File: config.mk
export PLATFORM = sky130hd
export DESIGN_NAME = dma2d_agen
export DESIGN_NICKNAME = d
export VERILOG_FILES = /design/src/rtl/dma2d_pkg.sv /design/src/rtl/dma2d_line_ctr.sv /design/src/rtl/dma2d_ring_ctr.sv /design/src/rtl/dma2d_addr_reg.sv /design/src/rtl/dma2d_agen.sv
export SDC_FILE = /design/constraint.sdc
export NUM_CORES = 1
export LEC_CHECK = 0
export BUFFER_PORTS_ARGS = -buffer_cell sky130_fd_sc_hd__buf_2
export CAP_MARGIN = 10
export CORE_ASPECT_RATIO = 1.2
export CORE_MARGIN = 2
export CORE_UTILIZATION = 55
export CTS_CLUSTER_SIZE = 10
export DETAILED_ROUTE_END_ITERATION = 7
export PLACE_DENSITY = 0.83
export SYNTH_ARGS = -nofsm -noshare
export SYNTH_HDL_FRONTEND = slang
export SYNTH_SLANG_ARGS = --single-unit
File: constraint.sdc
create_clock -name clk -period 7.7 [get_ports clk]
set_input_delay 1.155 -clock clk [delete_from_list [all_inputs] [get_ports clk]]
set_output_delay 1.155 -clock clk [all_outputs]
set_load 0.005 [all_outputs]
File: src/rtl/dma2d_pkg.sv
package dma2d_pkg;
  typedef enum logic {
    MODE_LINES = 1'b0,
    MODE_RING  = 1'b1
  } agen_mode_e;
endpackage

File: src/rtl/dma2d_line_ctr.sv
module dma2d_line_ctr #(
  parameter int LW = 8
) (
  input  logic          clk,
  input  logic          rst_n,
  input  logic          clear_i,
  input  logic          step_i,
  input  logic [LW-1:0] xlen_i,
  input  logic [LW-1:0] ylen_i,
  output logic          line_end_o,
  output logic          last_line_o
);
  logic [LW-1:0] x_q, x_d, y_q, y_d;
  logic          en;

  assign line_end_o  = (x_q == xlen_i - LW'(1));
  assign last_line_o = (y_q == ylen_i);
  assign en          = clear_i | step_i;

  always_comb begin
    x_d = x_q;
    y_d = y_q;
    if (clear_i) begin
      x_d = '0;
      y_d = '0;
    end else if (line_end_o) begin
      x_d = '0;
      y_d = y_q + LW'(1);
    end else begin
      x_d = x_q + LW'(1);
    end
  end

  always_ff @(posedge clk or negedge rst_n) begin
    if (!rst_n) begin
      x_q <= '0;
      y_q <= '0;
    end else if (en) begin
      x_q <= x_d;
      y_q <= y_d;
    end
  end
endmodule

File: src/rtl/dma2d_ring_ctr.sv
module dma2d_ring_ctr #(
  parameter int CW = 16
) (
  input  logic          clk,
  input  logic          rst_n,
  input  logic          clear_i,
  input  logic          step_i,
  input  logic [CW-1:0] area_i,
  output logic          half_hit_o,
  output logic          lap_hit_o
);
  logic [CW-1:0] pos_q, pos_d;
  logic          en;

  assign half_hit_o = (pos_q == (area_i >> 1) - CW'(1));
  assign lap_hit_o  = (pos_q == area_i - CW'(1));
  assign en         = clear_i | step_i;

  always_comb begin
    pos_d = pos_q + CW'(1);
    if (clear_i || lap_hit_o) pos_d = '0;
  end

  always_ff @(posedge clk or negedge rst_n) begin
    if (!rst_n)  pos_q <= '0;
    else if (en) pos_q <= pos_d;
  end
endmodule

File: src/rtl/dma2d_addr_reg.sv
module dma2d_addr_reg #(
  parameter int AW = 16,
  parameter int LW = 8
) (
  input  logic          clk,
  input  logic          rst_n,
  input  logic          load_i,
  input  logic [AW-1:0] load_addr_i,
  input  logic          step_i,
  input  logic          line_jump_i,
  input  logic          wrap_home_i,
  input  logic [LW-1:0] pitch_i,
  output logic [AW-1:0] cur_o
);
  logic [AW-1:0] cur_q, cur_d, base_q, base_d, home_q, home_d;
  logic [AW-1:0] next_base;
  logic          en;

  assign next_base = base_q + AW'(pitch_i);
  assign en        = load_i | step_i;
  assign cur_o     = cur_q;

  always_comb begin
    cur_d  = cur_q + AW'(1);
    base_d = base_q;
    home_d = home_q;
    if (load_i) begin
      cur_d  = load_addr_i;
      base_d = load_addr_i;
      home_d = load_addr_i;
    end else if (wrap_home_i) begin
      cur_d = home_q;
    end else if (line_jump_i) begin
      cur_d  = next_base;
      base_d = next_base;
    end
  end

  always_ff @(posedge clk or negedge rst_n) begin
    if (!rst_n) begin
      cur_q  <= '0;
      base_q <= '0;
      home_q <= '0;
    end else if (en) begin
      cur_q  <= cur_d;
      base_q <= base_d;
      home_q <= home_d;
    end
  end
endmodule

File: src/rtl/dma2d_agen.sv
module dma2d_agen
  import dma2d_pkg::*;
#(
  parameter int AW = 16,
  parameter int LW = 8
) (
  input  logic          clk,
  input  logic          rst_n,
  input  logic          start_i,
  input  logic          abort_i,
  input  logic [AW-1:0] cfg_addr_i,
  input  logic [LW-1:0] cfg_xlen_i,
  input  logic [LW-1:0] cfg_ylen_i,
  input  logic [LW-1:0] cfg_width_i,
  input  logic          cfg_dir_i,
  input  logic          cfg_burst_i,
  output logic          mem_req_o,
  input  logic          mem_ready_i,
  output logic [AW-1:0] mem_addr_o,
  output logic          mem_dir_o,
  output logic          mem_burst_o,
  output logic [AW-1:0] cur_addr_o,
  output logic          busy_o,
  output logic          done_o,
  output logic          half_o,
  output logic          lap_o
);
  localparam int CW = 2 * LW;

  logic [1:0]    rs_q;
  logic          rst_int_n;
  logic [LW-1:0] xlen_q, ylen_q, width_q;
  logic          dir_q, burst_q;
  agen_mode_e    mode_q, mode_d;
  logic [CW-1:0] area_q, area_d;
  logic          busy_q, busy_d, done_q, done_d, half_q, half_d, lap_q, lap_d;
  logic          start_ok, accept, ring, finish;
  logic          line_end, last_line, half_hit, lap_hit;
  logic [AW-1:0] cur_addr;

  always_ff @(posedge clk or negedge rst_n) begin
    if (!rst_n) rs_q <= '0;
    else        rs_q <= {rs_q[0], 1'b1};
  end
  assign rst_int_n = rs_q[1];

  assign start_ok  = start_i & ~busy_q & ~abort_i;
  assign mem_req_o = busy_q & ~abort_i;
  assign accept    = mem_req_o & mem_ready_i;
  assign ring      = (mode_q == MODE_RING);
  assign finish    = accept & ~ring & line_end & last_line;

  assign mode_d = (cfg_xlen_i == '0) ? MODE_RING : MODE_LINES;
  assign area_d = CW'(cfg_width_i) * (CW'(cfg_ylen_i) + CW'(1));

  always_ff @(posedge clk or negedge rst_n) begin
    if (!rst_n) begin
      xlen_q  <= '0;
      ylen_q  <= '0;
      width_q <= '0;
      dir_q   <= 1'b0;
      burst_q <= 1'b0;
      mode_q  <= MODE_LINES;
      area_q  <= '0;
    end else if (!rst_int_n) begin
      mode_q  <= MODE_LINES;
    end else if (start_ok) begin
      xlen_q  <= cfg_xlen_i;
      ylen_q  <= cfg_ylen_i;
      width_q <= cfg_width_i;
      dir_q   <= cfg_dir_i;
      burst_q <= cfg_burst_i;
      mode_q  <= mode_d;
      area_q  <= area_d;
    end
  end

  always_comb begin
    busy_d = busy_q;
    if (start_ok)                 busy_d = 1'b1;
    else if (abort_i || finish)   busy_d = 1'b0;
    done_d = finish;
    half_d = accept & ring & half_hit;
    lap_d  = accept & ring & lap_hit;
  end

  always_ff @(posedge clk or negedge rst_int_n) begin
    if (!rst_int_n) begin
      busy_q <= 1'b0;
      done_q <= 1'b0;
      half_q <= 1'b0;
      lap_q  <= 1'b0;
    end else begin
      busy_q <= busy_d;
      done_q <= done_d;
      half_q <= half_d;
      lap_q  <= lap_d;
    end
  end

  dma2d_line_ctr #(.LW(LW)) line_i (
    .clk        (clk),
    .rst_n      (rst_int_n),
    .clear_i    (start_ok),
    .step_i     (accept & ~ring),
    .xlen_i     (xlen_q),
    .ylen_i     (ylen_q),
    .line_end_o (line_end),
    .last_line_o(last_line)
  );

  dma2d_ring_ctr #(.CW(CW)) ring_i (
    .clk       (clk),
    .rst_n     (rst_int_n),
    .clear_i   (start_ok),
    .step_i    (accept & ring),
    .area_i    (area_q),
    .half_hit_o(half_hit),
    .lap_hit_o (lap_hit)
  );

  dma2d_addr_reg #(.AW(AW), .LW(LW)) addr_i (
    .clk        (clk),
    .rst_n      (rst_int_n),
    .load_i     (start_ok),
    .load_addr_i(cfg_addr_i),
    .step_i     (accept),
    .line_jump_i(~ring & line_end & ~last_line),
    .wrap_home_i(ring & lap_hit),
    .pitch_i    (width_q),
    .cur_o      (cur_addr)
  );

  assign mem_addr_o  = cur_addr;
  assign cur_addr_o  = cur_addr;
  assign mem_dir_o   = dir_q;
  assign mem_burst_o = burst_q;
  assign busy_o      = busy_q;
  assign done_o      = done_q;
  assign half_o      = half_q;
  assign lap_o       = lap_q;
endmodule

# == Word-level counts from Yosys, hierarchy flattened ==
# Cells that the tools add are included.
# totals
reg_bits,129
input_bits,47
elab_cells,80
output_inout_bits,39
# op_classes
mux,16
n_mul,1
n_bitwise,20
reduce_logical,10
eq_ne,6
n_addsub,9
# op_table
op,count
$mux W16,7
$add A16 B1 Y16 const B,2
$eq A16 B16 Y1,2
$mux W8,4
$add A16 B8 Y16,1
$add A8 B1 Y8 const B,2
$eq A8 B8 Y1,2
$mul A8 B9 Y16,1
$sub A15 B1 Y16 const B,1
$sub A16 B1 Y16 const B,1
$and A1 B1 Y1,13
$add A8 B1 Y9 const B,1
$logic_not A8 Y1,1
$sub A8 B1 Y8 const B,1
$reduce_and A2 Y1,3
$reduce_bool A2 Y1,3
$mux W1,5
$ne A2 B1 Y1 const B,2
$not A1 Y1,4
$or A1 B1 Y1,3
$reduce_and A3 Y1,1
$logic_or A1 B1 Y1,2

# == Depth between registers and ports, before layout ==
# Gate-level depths: netlist of run 1.
# logic_depth
ltp_word,9
ltp_mapped,21
depth_no_buf,20

# == Hierarchy ==
# A second synthesis of run 1 with hierarchy kept.
# unflattened
hier_cells,1172
hier_area_um2,10575.1
# by_module_without_submodules
module,n_inst,area_per_inst_um2,cells_each,seq_area_each_um2
dma2d_agen,1,4421.7,486,1226.2
dma2d_addr_reg,1,3090.5,326,1201.2
dma2d_ring_ctr,1,1906.8,229,400.4
dma2d_line_ctr,1,1156.1,131,400.4

# == Worst setup path after synthesis of run 1 ==
# No wires, ideal clock.
# synth_path
kind,input port to flip-flop
startpoint,input port cfg_ylen_i[0]
endpoint,register area_q[13]
t_required_ns,7.565
slack_ns,2.102
n_path_buf,1
arrival_ns,5.464
setup_ns,0.135
path_stages,19
path_cell_list,clkbuf_1 -> nand3_1 -> xor2_1 -> nor2b_1 -> fa_1 -> fa_1 -> inv_1 -> fa_1 -> fa_1 -> inv_1 -> ha_1 -> inv_1 -> o21bai_1 -> a21o_1 -> a31o_2 -> a41oi_1 -> nor2b_1 -> xor2_1 -> o21ai_0
# synth_between
elab_chain_len,2
# synth_lines
item,line_no,rtl
start: declaration,dma2d_agen.sv:13,"input logic [LW-1:0] cfg_ylen_i,"
$add A8 B1 Y9,dma2d_agen.sv:54,assign area_d = CW'(cfg_width_i) * (CW'(cfg_ylen_i) + CW'(1));
$mul A8 B9 Y16,dma2d_agen.sv:54,
end signal: assignment,dma2d_agen.sv:74,area_q <= area_d;
end: declaration,dma2d_agen.sv:35,"logic [CW-1:0] area_q, area_d;"
# No other way between the ends.
# A chain may end at the register's enable or synchronous reset.

# == Worst setup path after layout of run 1 ==
# Ends and elaborated chain as after synthesis.

==> results of run 1 <==
sequential cells by signal, summed over array words and instances, names as in the netlist, 2 cells and up:
name and cells:
addr_i.base_q 16, addr_i.cur_o 16, addr_i.home_q 16, area_q 16, ring_i.pos_q 16, line_i.x_q 8, line_i.y_q 8, width_q 8
xlen_q 8, ylen_q 8, rs_q 2
logic make-up after synthesis:
kind of cell / count (synthesis) / synth area share, %
muxes: 40 / 4.30
adders and majority gates: 94 / 14.6
and+or+nand+nor: 438 / 21.8
DFF: 129 / 31.7
buffers and inverters: 134 / 5.62
xor gates and xnor gates: 114 / 9.80
AOI/OAI and AO/OA: 207 / 12.1
other: 1 / 0.0368
routing by layer:
metal	track usage (%)	wire [um]	share of wire, %	vias to the layer above
met5	0	0	0	-
met4	10.2	597	2.5	0
met3	3.85	1210	5.1	48
met2	42.4	11700	50	295
met1	32.1	9990	43	4086
li1	-	-	-	4023
placed cells by master (no fill, tap or decap), types with 4 or more instances in the layout:
master,count
nand2_1,140
dfrtp_1,128
buf_2,85
o21ai_0,82
inv_1,73
xnor2_1,65
nor2_1,64
ha_1,52
a21oi_1,51
xor2_1,49
nor2b_1,43
fa_1,42
nand3_1,41
mux2_2,30
and2_1,27
and3_1,23
nand2b_1,23
nor3_1,17
clkbuf_16,17
nand4_1,14
or3_1,11
mux2i_1,10
a31oi_1,9
o211ai_1,7
o22ai_1,6
clkinv_4,6
a211oi_1,5
a41oi_1,5
a21boi_0,5
a21o_1,5
buf_4,5
nor4_1,4
o21ai_1,4
a221oi_1,4
cell type report:
cell class	instances	area, um2	share of cell area, %
Multi-Input combinational cell	894	6400	57.0
Sequential cell	129	3230	28.8
Timing Repair Buffer	90	463	4.13
Clock buffer	18	439	3.92
Tap cell	224	280	2.50
Inverter	73	274	2.44
Clock inverter	14	131	1.17
critical path: stages:
cell	delay, ps
buf_2	210
ha_1	240
nand3_1	110
xor2_1	510
nand2b_1	210
fa_1	450
fa_1	500
inv_1	50
fa_1	530
inv_1	50
fa_1	530
inv_1	40
ha_1	330
a21o_1	190
a31o_2	260
a41oi_1	260
nor2b_1	190
xor2_1	140
o21ai_0	80
power by group:
part	total, mW	switching [mW]	internal, mW
combinational	1.28	0.694	0.583
sequential	0.990	0.184	0.806
clock	0.783	0.328	0.456
total	3.05	1.21	1.85
how the worst max path moves through the flow:
stage          cells past startpoint                     end  slack, ps           from
3_5_place_dp                      19  area_q[13]$_DFFE_PN0P_       1490  cfg_ylen_i[0]
2_1_floorplan                     19  area_q[13]$_DFFE_PN0P_       2100  cfg_ylen_i[0]
6_report                          19  area_q[13]$_DFFE_PN0P_       1930  cfg_ylen_i[0]
3_3_place_gp                      19  area_q[13]$_DFFE_PN0P_       1680  cfg_ylen_i[0]
5_1_grt                           19  area_q[13]$_DFFE_PN0P_       1640  cfg_ylen_i[0]
4_1_cts                           19  area_q[13]$_DFFE_PN0P_       1940  cfg_ylen_i[0]
stage by stage:
step | hold slack (ps) | util [%] | power, mW | instances | cell area, um2
after global routing | 360 | 61.7 | 3.29 | 1442 | 11200
after CTS | 342 | 61.7 | 3.05 | 1442 | 11200
final | 321 | 61.7 | 3.05 | 1442 | 11200
after global placement | 332 | 58.6 | 2.21 | 1410 | 10600
after floorplan | 331 | - | 1.98 | 1157 | 10200
after detailed placement | 331 | 58.6 | 2.27 | 1410 | 10600
synth_stat cells (3+ instances only):
cell type | n | share of area [%]
nand3_1 | 41 | 2.0
mux2_2 | 30 | 3.3
a41oi_1 | 5 | 0.43
nor3b_1 | 4 | 0.29
nand2_1 | 141 | 5.2
and3_1 | 23 | 1.4
o22a_1 | 3 | 0.26
buf_2 | 5 | 0.25
o21bai_1 | 3 | 0.22
or3b_2 | 3 | 0.26
a21oi_1 | 51 | 2.5
a221oi_1 | 4 | 0.34
xor2_1 | 49 | 4.2
clkbuf_1 | 37 | 1.4
a21boi_0 | 5 | 0.37
or4_1 | 3 | 0.22
mux2i_1 | 10 | 0.98
o21ai_1 | 4 | 0.20
o211ai_1 | 7 | 0.52
o31ai_1 | 3 | 0.22
a211oi_1 | 5 | 0.37
nor3_1 | 17 | 0.83
fa_1 | 42 | 8.3
and2_1 | 27 | 1.7
ha_1 | 52 | 6.4
xnor2_1 | 65 | 5.6
inv_1 | 73 | 2.7
nor2b_1 | 43 | 2.6
nand2b_1 | 23 | 1.4
buf_4 | 17 | 1.3
o22ai_1 | 6 | 0.37
o21ai_0 | 82 | 4.0
nor2_1 | 64 | 2.4
nor4_1 | 4 | 0.25
dfrtp_1 | 129 | 32
nand4_1 | 14 | 0.86
a31oi_1 | 9 | 0.55
a21o_1 | 5 | 0.37
or3_1 | 11 | 0.68
nor4_2 | 3 | 0.37
==> results.cfg, run 1 <==
[global_routing]
grt_overflow = 0
grt_first_pass_wirelength_um = 39800
grt_max_degree = 56
grt_pass1_vias = 8372
grt_usage_pct = 25.1
antenna_found_initial = 0

[sta]
min_period_ps = 5770
finClkSkew_ps = 9.13
hold_viol_final = 0
finalWorstSetupSlack_ps = 1930
fin_setup_tns_ps = 0
setup_viol = 0
rsz0062_at_grt = false
clock.fmax_mhz = 173
tightest_slew_ps = 1110
slew_viol_final = 0
period_share_pct = 75.0
slew_headroom_pct = 25.7

[run_status]
run_status = completed

[drt]
antenna_left = 0
avgViaCountPerCell = 5.86
drt_first_iter_violations = 546
vias = 8452
drc = 0
drt-wirelength-per-cell_um = 16.3
first_pass_iters = 5
wl_um = 23500

[floorplan]
top_level_ports = 86
dieArea_um2 = 19600
die_h_um = 153
rows = 54
core_area_um2 = 18200
start_util_pct = 56.1
die_w_um = 128

[placed_design]
dp_hpwl_um = 17500
gp_congestion = 0.943
portBuffers = 85
pre_cts_ws_ps = 1490

[critical_path]
critPathLaunchType = primary input
r2r-end = addr_i.cur_o[11]$_DFFE_PN0P_
crit_arrival_ps = 6040
path_max_fanout = 12
critPathKind = primary input to flip-flop
timing.rr.start = area_q[2]$_DFFE_PN0P_
crit_required_ps = 7970
rr_worst_depth = 11
reg2reg_setup_slack_ps = 3680
worstSetupEndpointType = flip-flop

[clock_network]
root_buffer = clkbuf_16
cts-resized-gates = 0
h-tree-depth = 4
clock_sinks = 129
clkLatencyLatePin_ps = 430
post-cts-setup-buffers = 0
cts_hold_buf = 0
cts_tree = yes
clk_pin_slew_ps = 60
clk_path_buf_depth = 2
cts_buffers = 17

[layout]
finalNetCount = 1346
post_route_cells_drive_above_1_share_pct = 13.7
nFillCells = 1517
num_antenna_cells = 0
area_delta_synth_final_pct = 10.1

[synth]
ys_seq_area_share_pct = 31.7
netlist_instances = 1157
syn_nets = 1298
ys_async_sr_fraction_pct = 100
synth-edff-count = 0
ys_ff_latch = 129
yosysUniqueCellTypes = 70
netlist_area_um2 = 10200
synth_area_per_cell_um2 = 8.81
synthFlopType = dfrtp_1
yosys_warnings = 0

[power]
leakage_nw = 5.09
ir_drop_uv = 200
power_density_nw_per_um2 = 272

[run]
cap_violations = 0

[hold_path]
hp-class = flip-flop to asynchronous set/reset pin
No activity file was read; power rests on OpenSTA's default activity.
==> run 2: changes to the inputs <==
PLACE_DENSITY = 0.86   (was 0.83)
clock period = 4.85 ns   (was 7.7 ns; I/O delays follow)
==> run 2 against run 1 <==
Cell area up 6.0%. Sequential power grew 59%. Utilization rose by 3.7 points. Die area stayed put. Clock power up 79%. Worst hold slack worse by 30 ps. Flip-flop and latch count is the same. Power up 74%. Largest cell class unchanged. Highest routed layer unchanged.
==> results.cfg, run 2 (synthesized netlist as in run 1, its figures left out) <==
[run_status]
run_status = completed

[global_routing]
grt_first_pass_wirelength_um = 42600
antenna_found_initial = 0
grt_usage_pct = 26.9
grt_max_degree = 56
grt_overflow = 0
grt_pass1_vias = 9039

[drt]
vias = 8817
drt-wirelength-per-cell_um = 17.3
wl_um = 25700
avgViaCountPerCell = 5.94
antenna_left = 0
drt_first_iter_violations = 684
first_pass_iters = 5
drc = 0

[critical_path]
critPathMaxStageDelay_ps = 550
crit_arrival_ps = 4960
startpoint = cfg_ylen_i[1]
critPathLaunchType = primary input
crit_chain = buf_4 -> buf_4 -> nand3_4 -> xor2_4 -> buf_4 -> nor2b_1 -> fa_1 -> fa_1 -> fa_1 -> inv_1 -> fa_1 -> inv_1 -> ha_1 -> a21o_1 -> a31o_2 -> a41oi_2 -> nor2b_4 -> xor2_1 -> o21ai_1
crit_end = area_q[13]$_DFFE_PN0P_
r2r-end = addr_i.cur_o[13]$_DFFE_PN0P_
slowest_stage = fa_1
critPathMostFrequentCell = fa_1
critPathKind = primary input to flip-flop
crit_family = adder cells
path_max_fanout = 6
rr_worst_depth = 11
critPathBufInv = 5
reg2reg_setup_slack_ps = 990
worstSetupEndpointType = flip-flop
timing.rr.start = area_q[2]$_DFFE_PN0P_
crit_required_ps = 5110
path_depth = 19

[clock_network]
clock_sinks = 129
cts_tree = yes
clk_pin_slew_ps = 60
cts_buffers = 17
root_buffer = clkbuf_16
h-tree-depth = 4
cts_hold_buf = 0
clkLatencyLatePin_ps = 430
clk_path_buf_depth = 2

[sta]
hold_slack_ps = 291
slew_viol_final = 0
tightest_slew_ps = 1150
finClkSkew_ps = 9.88
period_share_pct = 96.9
finalWorstSetupSlack_ps = 149
hold_viol_final = 0
min_period_ps = 4700
setup_viol = 0
clock.fmax_mhz = 213
slew_headroom_pct = 22.6

[layout]
area_delta_synth_final_pct = 16.6
final_util_pct = 65.4
post_route_cells_drive_above_1_share_pct = 19.2
mostFrequentLayoutCells = nand2_1, dfrtp_1, buf_2
layout_commonest_cell = nand2_1
finalNonFillerCells = 1485
num_antenna_cells = 0
finalNetCount = 1390

[power]
power_density_nw_per_um2 = 446
leakage_nw = 5.39
total_power_mw = 5.30
ir_drop_uv = 342

[floorplan]
dieArea_um2 = 19600
rows = 54
die_w_um = 128
top_level_ports = 86
core_area_um2 = 18200
die_h_um = 153
start_util_pct = 56.1

[placed_design]
portBuffers = 85
pre_cts_ws_ps = -390
gp_congestion = 0.932
place_inst = 1453
dp_hpwl_um = 18400

[hold_path]
hp-class = flip-flop to asynchronous set/reset pin

[run]
cap_violations = 0
## run 2: changes by cell type in the layout (fill, tap and decap cells not counted), moves of 4 or more
cell,before,now
nand3_1,41,37
xor2_1,49,45
ha_1,52,48
ha_4,0,4
nor2b_1,43,38
buf_4,5,51
## run 2: stage by stage
step / TNS (ps) / area [um2]
6_report: 0 / 11900
5_1_grt: -84.0 / 11900
4_1_cts: 0 / 11800
3_5_place_dp: -1470 / 11100
3_3_place_gp: -746 / 11100
2_1_floorplan: 0 / 10400
## run 2: worst register-to-register path: cells and delay by family (launching register included)
family                   cells  cell delay, ps
AO/OA/AOI/OAI                4            1650
adder cells (fa/ha/maj)      1             290
buffers and inverters        1             150
AND/OR/NAND/NOR              3             820
multiplexers                 2             340
flip-flops                   1             460
## run 2: layout make-up
type / count / area [um2]
inverters: 73 / 274
repair buffers: 134 / 805
clock buffers: 17 / 425
well taps: 224 / 280
fillers: 1323 / 6290
clock inverters: 14 / 205
multi-input cells: 894 / 6670
flip-flops and latches: 129 / 3230
## run 2: per-layer routing
metal | global-route usage (%) | up-vias | wire length (um)
li1 | - | 4116 | -
met3 | 4.10 | 77 | 1300
met5 | 0 | - | 0
met1 | 32.1 | 4267 | 10200
met4 | 11.6 | 0 | 862
met2 | 47.8 | 357 | 13300
## run 2: timing repair
item | 4_1_cts | 5_1_grt
buffers inserted | 0 | 1
gates resized for setup | 0 | 25
setup endpoints to repair | 0 | 5
## run 2: report_power, final
part           internal (mW)  switching, mW  total (mW)
logic                   1.11           1.22        2.34
registers               1.28          0.291        1.57
clock network          0.868          0.529        1.40
total                   3.26           2.04        5.30
## run 2: how the worst min path moves through the flow
stage	startpoint	end	slack, ps
2_1_floorplan	rs_q[0]$_DFF_PN0_	rs_q[1]$_DFF_PN0_	330
3_3_place_gp	rs_q[1]$_DFF_PN0_	addr_i.base_q[7]$_DFFE_PN0P_	310
3_5_place_dp	rs_q[1]$_DFF_PN0_	line_i.x_q[4]$_DFFE_PN0P_	320
5_1_grt	rst_n	area_q[13]$_DFFE_PN0P_	330
6_report	rs_q[1]$_DFF_PN0_	line_i.x_q[0]$_DFFE_PN0P_	290
4_1_cts	rst_n	area_q[7]$_DFFE_PN0P_	310
